`src/rtl/sbr_pkg.sv`:
```
package sbr_pkg;

    localparam int FRAME_W  = 32;
    localparam int SEL_W    = 7;
    localparam int ADDR_W   = 8;
    localparam int WDATA_W  = 16;
    localparam int DATA_W   = 8;
    localparam int BUSY_BIT = 15;
    localparam int REJ_BIT  = 14;

    localparam logic [SEL_W-1:0] SEL_LOCAL = '0;

    typedef struct packed {
        logic               rd;
        logic [SEL_W-1:0]   sel;
        logic [ADDR_W-1:0]  addr;
        logic [WDATA_W-1:0] wdata;
    } frame_t;

    typedef enum logic [1:0] {
        STG_NONE   = 2'd0,
        STG_LOCAL  = 2'd1,
        STG_REMOTE = 2'd2
    } stg_kind_e;

    typedef struct packed {
        stg_kind_e         kind;
        logic [SEL_W-1:0]  port;
        logic              reject;
        logic [DATA_W-1:0] ldata;
    } stage_t;

    typedef enum logic [1:0] {
        OP_NONE        = 2'd0,
        OP_WRITE_LOCAL = 2'd1,
        OP_READ_LOCAL  = 2'd2,
        OP_READ_REMOTE = 2'd3
    } op_e;

    function automatic logic [FRAME_W-1:0] make_resp(
        input logic              busy,
        input logic              reject,
        input logic [DATA_W-1:0] data
    );
        logic [FRAME_W-1:0] w;
        w              = '0;
        w[BUSY_BIT]    = busy;
        w[REJ_BIT]     = reject;
        w[DATA_W-1:0]  = data;
        return w;
    endfunction

    function automatic op_e classify(input frame_t f, input int nport, input int nreg);
        if (f.sel == SEL_LOCAL) begin
            if (int'(f.addr) >= nreg) return OP_NONE;
            return f.rd ? OP_READ_LOCAL : OP_WRITE_LOCAL;
        end
        if (f.rd && int'(f.sel) >= 1 && int'(f.sel) <= nport) return OP_READ_REMOTE;
        return OP_NONE;
    endfunction

endpackage

```
`src/rtl/sbr_spi_shifter.sv`:
```
module sbr_spi_shifter #(
    parameter int W = 32
) (
    input  logic         clk,
    input  logic         rst,
    input  logic         sclk,
    input  logic         cs_n,
    input  logic         mosi,
    input  logic [W-1:0] tx_word,
    output logic         miso,
    output logic         frame_done,
    output logic [W-1:0] frame_word
);
    localparam int CNT_W = $clog2(W) + 1;

    logic [2:0]       sclk_q;
    logic [2:0]       cs_q;
    logic [1:0]       mosi_q;
    logic [W-1:0]     tx_sh;
    logic [W-1:0]     rx_sh;
    logic [W-1:0]     rx_q;
    logic [CNT_W-1:0] cnt;
    logic             done_q;

    logic sclk_rise, sclk_fall, cs_fall, cs_rise, in_frame;

    always_ff @(posedge clk) begin
        if (rst) begin
            sclk_q <= '0;
            cs_q   <= '1;
            mosi_q <= '0;
        end else begin
            sclk_q <= {sclk_q[1:0], sclk};
            cs_q   <= {cs_q[1:0], cs_n};
            mosi_q <= {mosi_q[0], mosi};
        end
    end

    assign sclk_rise = sclk_q[1] & ~sclk_q[2];
    assign sclk_fall = ~sclk_q[1] & sclk_q[2];
    assign cs_fall   = ~cs_q[1] & cs_q[2];
    assign cs_rise   = cs_q[1] & ~cs_q[2];
    assign in_frame  = ~cs_q[2];

    always_ff @(posedge clk) begin
        if (rst) begin
            tx_sh  <= '0;
            rx_sh  <= '0;
            rx_q   <= '0;
            cnt    <= '0;
            done_q <= 1'b0;
        end else begin
            done_q <= 1'b0;
            if (cs_fall) begin
                tx_sh <= tx_word;
                rx_sh <= '0;
                cnt   <= '0;
            end else if (cs_rise) begin
                done_q <= (cnt == CNT_W'(W));
                rx_q   <= rx_sh;
            end else if (in_frame) begin
                if (sclk_rise) begin
                    rx_sh <= {rx_sh[W-2:0], mosi_q[1]};
                    if (cnt != '1) cnt <= cnt + 1'b1;
                end
                if (sclk_fall) tx_sh <= {tx_sh[W-2:0], 1'b0};
            end
        end
    end

    assign miso       = tx_sh[W-1];
    assign frame_done = done_q;
    assign frame_word = rx_q;

endmodule

```
`src/rtl/sbr_local_regs.sv`:
```
module sbr_local_regs
    import sbr_pkg::*;
#(
    parameter int NREG  = 8,
    parameter int NPORT = 2
) (
    input  logic              clk,
    input  logic              rst,
    input  logic              wr_en,
    input  logic              rd_clr,
    input  logic [ADDR_W-1:0] addr,
    input  logic [DATA_W-1:0] wr_data,
    input  logic [NPORT-1:0]  evt,
    output logic [DATA_W-1:0] rd_data,
    output logic [NPORT-1:0]  ev_bits
);
    logic [NPORT-1:0]  ev_q;
    logic [DATA_W-1:0] view [NREG];

    // Register 0: completion events, cleared by a committed read; a
    // completion in the clearing cycle is OR-ed back in so it is not lost.
    always_ff @(posedge clk) begin
        if (rst) ev_q <= '0;
        else     ev_q <= ((rd_clr && addr == '0) ? '0 : ev_q) | evt;
    end

    for (genvar g = 0; g < NREG; g++) begin : g_reg
        if (g == 0) begin : g_evt
            assign view[g] = DATA_W'(ev_q);
        end else begin : g_plain
            logic [DATA_W-1:0] r_q;
            always_ff @(posedge clk) begin
                if (rst)                                r_q <= '0;
                else if (wr_en && addr == ADDR_W'(g))   r_q <= wr_data;
            end
            assign view[g] = r_q;
        end
    end

    always_comb begin
        rd_data = '0;
        for (int i = 0; i < NREG; i++) begin
            if (addr == ADDR_W'(i)) rd_data = view[i];
        end
    end

    assign ev_bits = ev_q;

endmodule

```
`src/rtl/sbr_port_slot.sv`:
```
module sbr_port_slot
    import sbr_pkg::*;
(
    input  logic              clk,
    input  logic              rst,
    input  logic              issue,
    input  logic              done,
    input  logic [DATA_W-1:0] data,
    output logic              busy,
    output logic [DATA_W-1:0] result,
    output logic              evt
);
    logic              busy_q;
    logic [DATA_W-1:0] res_q;

    always_ff @(posedge clk) begin
        if (rst) begin
            busy_q <= 1'b0;
            res_q  <= '0;
        end else if (busy_q && done) begin
            busy_q <= 1'b0;
            res_q  <= data;
        end else if (issue) begin
            busy_q <= 1'b1;
        end
    end

    assign busy   = busy_q;
    assign result = res_q;
    assign evt    = busy_q & done;

endmodule

```
`src/rtl/spi_split_read_bridge.sv`:
```
module spi_split_read_bridge
    import sbr_pkg::*;
#(
    parameter int NPORT = 2,
    parameter int NREG  = 8
) (
    input  logic                    clk,
    input  logic                    rst,
    input  logic                    spi_sclk,
    input  logic                    spi_cs_n,
    input  logic                    spi_mosi,
    output logic                    spi_miso,
    output logic [NPORT-1:0]        dn_req,
    output logic [ADDR_W-1:0]       dn_reg,
    input  logic [NPORT-1:0]        dn_done,
    input  logic [NPORT*DATA_W-1:0] dn_rdata
);
    logic [FRAME_W-1:0] tx_word;
    logic [FRAME_W-1:0] frame_word;
    logic               frame_done;
    frame_t             fr;
    op_e                op;

    logic [NPORT-1:0]  port_busy;
    logic [NPORT-1:0]  port_evt;
    logic [DATA_W-1:0] port_res [NPORT];
    logic [NPORT-1:0]  ev_bits;
    logic [DATA_W-1:0] rd_data;

    logic [NPORT-1:0]  tgt_hot;
    logic              tgt_busy;
    logic              issue;
    logic [NPORT-1:0]  req_q;
    logic [ADDR_W-1:0] reg_q;
    stage_t            stage_q;

    sbr_spi_shifter #(.W(FRAME_W)) u_shift (
        .clk        (clk),
        .rst        (rst),
        .sclk       (spi_sclk),
        .cs_n       (spi_cs_n),
        .mosi       (spi_mosi),
        .tx_word    (tx_word),
        .miso       (spi_miso),
        .frame_done (frame_done),
        .frame_word (frame_word)
    );

    assign fr = frame_t'(frame_word);
    assign op = classify(fr, NPORT, NREG);

    always_comb begin
        tgt_hot  = '0;
        tgt_busy = 1'b0;
        for (int p = 0; p < NPORT; p++) begin
            if (int'(fr.sel) == p + 1) begin
                tgt_hot[p] = 1'b1;
                tgt_busy   = port_busy[p];
            end
        end
    end

    assign issue = frame_done && (op == OP_READ_REMOTE) && !tgt_busy;

    always_ff @(posedge clk) begin
        if (rst) begin
            req_q <= '0;
            reg_q <= '0;
        end else begin
            req_q <= issue ? tgt_hot : '0;
            if (issue) reg_q <= fr.addr;
        end
    end

    assign dn_req = req_q;
    assign dn_reg = reg_q;

    for (genvar p = 0; p < NPORT; p++) begin : g_port
        sbr_port_slot u_slot (
            .clk    (clk),
            .rst    (rst),
            .issue  (req_q[p]),
            .done   (dn_done[p]),
            .data   (dn_rdata[p*DATA_W +: DATA_W]),
            .busy   (port_busy[p]),
            .result (port_res[p]),
            .evt    (port_evt[p])
        );
    end

    sbr_local_regs #(.NREG(NREG), .NPORT(NPORT)) u_rf (
        .clk     (clk),
        .rst     (rst),
        .wr_en   (frame_done && op == OP_WRITE_LOCAL),
        .rd_clr  (frame_done && op == OP_READ_LOCAL),
        .addr    (fr.addr),
        .wr_data (fr.wdata[DATA_W-1:0]),
        .evt     (port_evt),
        .rd_data (rd_data),
        .ev_bits (ev_bits)
    );

    always_ff @(posedge clk) begin
        if (rst) begin
            stage_q <= '{kind: STG_NONE, port: '0, reject: 1'b0, ldata: '0};
        end else if (frame_done) begin
            case (op)
                OP_READ_LOCAL:
                    stage_q <= '{kind: STG_LOCAL, port: '0, reject: 1'b0, ldata: rd_data};
                OP_READ_REMOTE:
                    stage_q <= '{kind: STG_REMOTE, port: fr.sel - 1'b1, reject: tgt_busy, ldata: '0};
                default:
                    stage_q <= '{kind: STG_NONE, port: '0, reject: 1'b0, ldata: '0};
            endcase
        end
    end

    // Response word sampled by the shifter when chip select falls; remote
    // status is read live so a poll reflects the port at collection time.
    always_comb begin
        logic              b;
        logic [DATA_W-1:0] r;
        b = 1'b0;
        r = '0;
        for (int p = 0; p < NPORT; p++) begin
            if (int'(stage_q.port) == p) begin
                b = port_busy[p];
                r = port_res[p];
            end
        end
        case (stage_q.kind)
            STG_LOCAL:  tx_word = make_resp(1'b0, 1'b0, stage_q.ldata);
            STG_REMOTE: tx_word = make_resp(b, stage_q.reject, b ? '0 : r);
            default:    tx_word = '0;
        endcase
    end

endmodule

```
`config.mk`:
```
export PLATFORM = sky130hd
export DESIGN_NAME = spi_split_read_bridge
export DESIGN_NICKNAME = d
export VERILOG_FILES = /design/src/rtl/sbr_pkg.sv /design/src/rtl/sbr_spi_shifter.sv /design/src/rtl/sbr_local_regs.sv /design/src/rtl/sbr_port_slot.sv /design/src/rtl/spi_split_read_bridge.sv
export SDC_FILE = /design/constraint.sdc
export NUM_CORES = 1
export LEC_CHECK = 0
export BUFFER_PORTS_ARGS = -buffer_cell sky130_fd_sc_hd__buf_2
export CORE_AREA = 2 2 120 122
export DETAILED_ROUTE_END_ITERATION = 12
export DIE_AREA = 0 0 122 124
export PLACE_DENSITY_LB_ADDON = 0.15
export SETUP_SLACK_MARGIN = 0.15
export SYNTH_ARGS = -nofsm -noshare
export SYNTH_HDL_FRONTEND = slang
export SYNTH_SLANG_ARGS = --single-unit
```
`constraint.sdc`:
```
create_clock -name clk -period 2.8 [get_ports clk]
set_input_delay 0.7 -clock clk [delete_from_list [all_inputs] [get_ports clk]]
set_output_delay 0.7 -clock clk [all_outputs]
set_load 0.01 [all_outputs]
```
==> results <==
- In the post-synthesis netlist, the cell with the most instances is nand2_1.
- Data on the critical path is required at its endpoint by 3.22 ns.
- Counting flops with a built-in enable in the synthesized netlist gives 0.
- The final layout contains routed wiring with a total length of 18.4 mm.
- CTS built an H-tree with a depth of 1.
- For this run, global-route usage on met3 was measured as 3.21%.
- The number of buffer and inverter stages on the critical path is 1.
- In this run the tool buffered the top-level ports with 33 buffer cells.
- Compared with the post-synthesis result, the final layout area differs by 11.0%.
- The top register by number of flip-flops is u_rf.g.g_plain.r_q.
- The number of max-slew violations in the final report was 0.
- The clock reaches the later pin of the worst-skew pair after 0.50 ns.
- The repair_antennas step left the layout with diodes totalling 0.
- The worst setup path is captured at a flip-flop.
- The clock-pin slew on the worst setup and hold paths is 0.06 ns.
- The flip-flop count of the largest register, all copies and words added is 56.
- TritonCTS built the clock tree.
- The routed design could run at a clock period as short as 2.44 ns.
- The yosys synthesis warning count is 0.
- The number of different library cells used by synthesis comes to 58.
- The quantity of gates resized following cts is 0.
- The commonest cells after synthesis are nand2_1 (251), dfxtp_1 (207), a21oi_1 (92).
- The busiest layer in global routing is met2.
- The synthesized design devotes to its leading area cell type 50.0% of total area.
- The number of global-route vias before repair came to 6052.
- The count of TritonRoute iterations in the first routing pass is 6.
- Clock tree synthesis inserted a total of 21 buffers.
- The detail-routed via count per cell is 5.73.
- The placeable core area is 0.0137 sq mm.
- For this design, the CTS-stage hold fixing added 0 buffers.
- In the final layout, the registers with the most flip-flops are u_rf.g.g_plain.r_q x56, u_shift.rx_sh x32, u_shift.tx_sh x32.
- The final global-route overflow total is 0.
- The starting density of the core is 60.4%.
- For this design the top-level I/O count stands at 34.
- The largest net degree at the start of global routing is 80.
- In the routed design, unresolved DRC markers number 0.
- Synthesis handed over a netlist of 935 instances.
- The largest clock skew in the final design is 0.0228 ns.
- The top cell type by total area after synthesis is dfxtp_1.
- The area of the die is 0.0151 sq mm.
- The synthesized area is 0.00829 sq mm.
- Post-CTS timing repair inserted 0 buffers for setup.
- The overall track demand over capacity in global routing is 24.5%.
- The antenna violation net count after detailed routing is 0.
- The largest individual stage delay along the critical path comes from the cell or4b_1.
- The maximum root-to-sink buffer count is 3.
- For this run, the top clock speed supported by timing is 411 MHz.
- The most used flip-flop cell after synthesis is dfxtp_1.
- The floorplan has 43 rows.
- Max-cap violations in this run came to 0.
- The share of final-layout standard cells stronger than drive strength 1 is 11.5%.
- The power per standard cell area is 611 mW/mm^2.
- The share of the clock period used by the worst path after layout is 87.0%.
- The count of endpoints failing setup in the final report is 0.
- The cell family contributing the most delay on the critical path is simple AND/OR/NAND/NOR gates.
- Overall power consumption after layout is estimated at 5.62 mW.
- The sequential cell area fraction in the yosys report is 50.0%.
- The net count after synthesis is 966.
- The die is 122 um wide.
- Along the worst path, the maximum fanout reaches 8.
- In the synthesized netlist the async set-or-reset flop fraction comes to 0%.
- For the pin with the worst max-slew slack, the measured transition is 0.973 ns.
- The routed layout has 6531 vias.
- For met2 alone, demand over resource in global routing was 42.1%.
- The initial antenna violation count is 0.
- In this run the tightest slew margin relative to its limit is 34.9%.
- The final sum of negative setup slack is 0 ns.
- The leakage power summed over all cells is 3.50 nW.
- After legalization and detailed placement, the total HPWL measured 12.7 mm.
- Traced cell by cell, the critical path runs through inv_1 -> ha_1 -> or4b_1 -> nor4_2 -> and3_1 -> mux2i_1.
- For the worst setup path, the data arrival time is 2.85 ns.
- The met1 demand-to-capacity share in global routing is 32.5%.
- After the last flow step, the layout net total stands at 978.
- The maximum single-stage delay on the critical path is 0.54 ns.
- The hold violation count in the final report is 0.
- Across all register-to-register paths, the minimum setup slack is 0.36 ns.
- In this run the mean area of a mapped cell was 8.87 sq um.
- For this block, the initial DRC count from the detailed router was 549.
- Ranked by total cell area, the synthesized netlist is headed by dfxtp_1 (50%), nand2_1 (11%), mux2i_1 (8.7%).
- The root buffer cell chosen for the clock tree is clkbuf_16.
- The overall die height is 124 um.
- The element type at the critical path start is a flip-flop.
- The wire length of the first global-routing pass is 29.7 mm.
- IR analysis of the VDD net gives a maximum drop of 0.000441 V.
- The tree built by TritonCTS fans out to 207 sinks.
- Setup repair after global routing left no endpoint under its margin.
- Synthesis inferred 207 register bits.
- The run finished with clean final reports.
- The kind of path behind the tightest hold check is in2reg.
- At the end of routability-driven placement, the weighted congestion stood at 0.867.
- The startpoint-to-endpoint class of the critical path is reg2reg.
- The post-detailed-route wirelength per cell is 16.1 um.
==> area by class of cell <==
| type | instances | area [sq um] |
|---|---|---|
| fill | 1117 | 4510 |
| sequential | 207 | 4140 |
| multi-input combinational | 658 | 3890 |
| clock buffer | 32 | 607 |
| timing repair buffer | 49 | 285 |
| tap | 180 | 225 |
| inverter | 10 | 37.5 |
| clock inverter | 4 | 20.0 |
==> power breakdown <==
part / switching [mW] / total, mW / leakage, nW / internal (mW)
clock network: 1.07 / 2.56 / 0.311 / 1.49
logic: 0.0737 / 0.102 / 1.52 / 0.0283
registers: 0.00763 / 2.96 / 1.67 / 2.95
total: 1.15 / 5.62 / 3.50 / 4.47
==> worst reg2reg max path, cell delays in order, from the launching register on <==
cell,delay [ns]
dfxtp_1,0.36
inv_1,0.12
ha_1,0.25
or4b_1,0.54
nor4_2,0.30
and3_1,0.51
mux2i_1,0.28
==> metal layers <==
layer  up-vias  wire length [um]
met5         -                 0
met3        30               707
li1       3248                 -
met1      3100              8280
met4         0               426
met2       153              8950
==> cells in the final DEF, fill, tap and decap left out, types with 6 or more instances in the layout <==
master,Yosys,final
nand2_1,251,251
nor3_1,6,6
a21oi_1,92,92
clkbuf_16,0,21
clkbuf_1,53,7
mux2i_1,72,72
o211ai_1,11,11
buf_4,3,16
buf_2,1,33
dfxtp_1,207,207
o21ai_0,25,25
nor2_1,36,36
ha_1,8,8
mux2_2,7,7
a22oi_1,18,18
inv_1,10,9
o221ai_1,7,7
nor2b_1,14,14
nand4_1,11,11
a21o_1,7,7
==> through the flow <==
step | hold WS (ns) | setup slack [ns] | util [%] | instances | cell area (sq um)
after CTS | 0.407 | 0.367 | 67.1 | 1140 | 9210
final | 0.414 | 0.365 | 67.1 | 1140 | 9210
after detailed placement | 0.405 | 0.394 | 62.5 | 1104 | 8580
after global placement | 0.401 | 0.519 | 62.5 | 1104 | 8580
after global routing | 0.402 | 0.221 | 67.1 | 1140 | 9210
after floorplan | 0.389 | 0.689 | - | 935 | 8290
==> cell families after synthesis <==
| logic type | count (synthesis) | share of synthesized area [%] |
|---|---|---|
| and+or+nand+nor | 378 | 20.9 |
| DFF | 207 | 50.0 |
| AOI/OAI and AO/OA | 185 | 13.4 |
| muxes | 83 | 10.7 |
| buffers and inverters | 70 | 3.32 |
| adders and majority gates | 8 | 1.21 |
| xor gates and xnor gates | 4 | 0.423 |
==> final timing paths <==
kind,cells after the start,endpoint,startpoint
setup / recovery,6,u_rf.g_reg[1].g_plain.r_q[5]$_SDFFE_PP0P_,u_shift.frame_word[24]$_SDFFE_PP0P_
hold / removal,2,u_shift.cs_q[0]$_SDFF_PP1_,spi_cs_n
setup reg to reg,6,u_rf.g_reg[1].g_plain.r_q[5]$_SDFFE_PP0P_,u_shift.frame_word[24]$_SDFFE_PP0P_
hold reg to reg,1,u_shift.cs_q[1]$_SDFF_PP1_,u_shift.cs_q[0]$_SDFF_PP1_
Power figures use the tool's default switching activity.
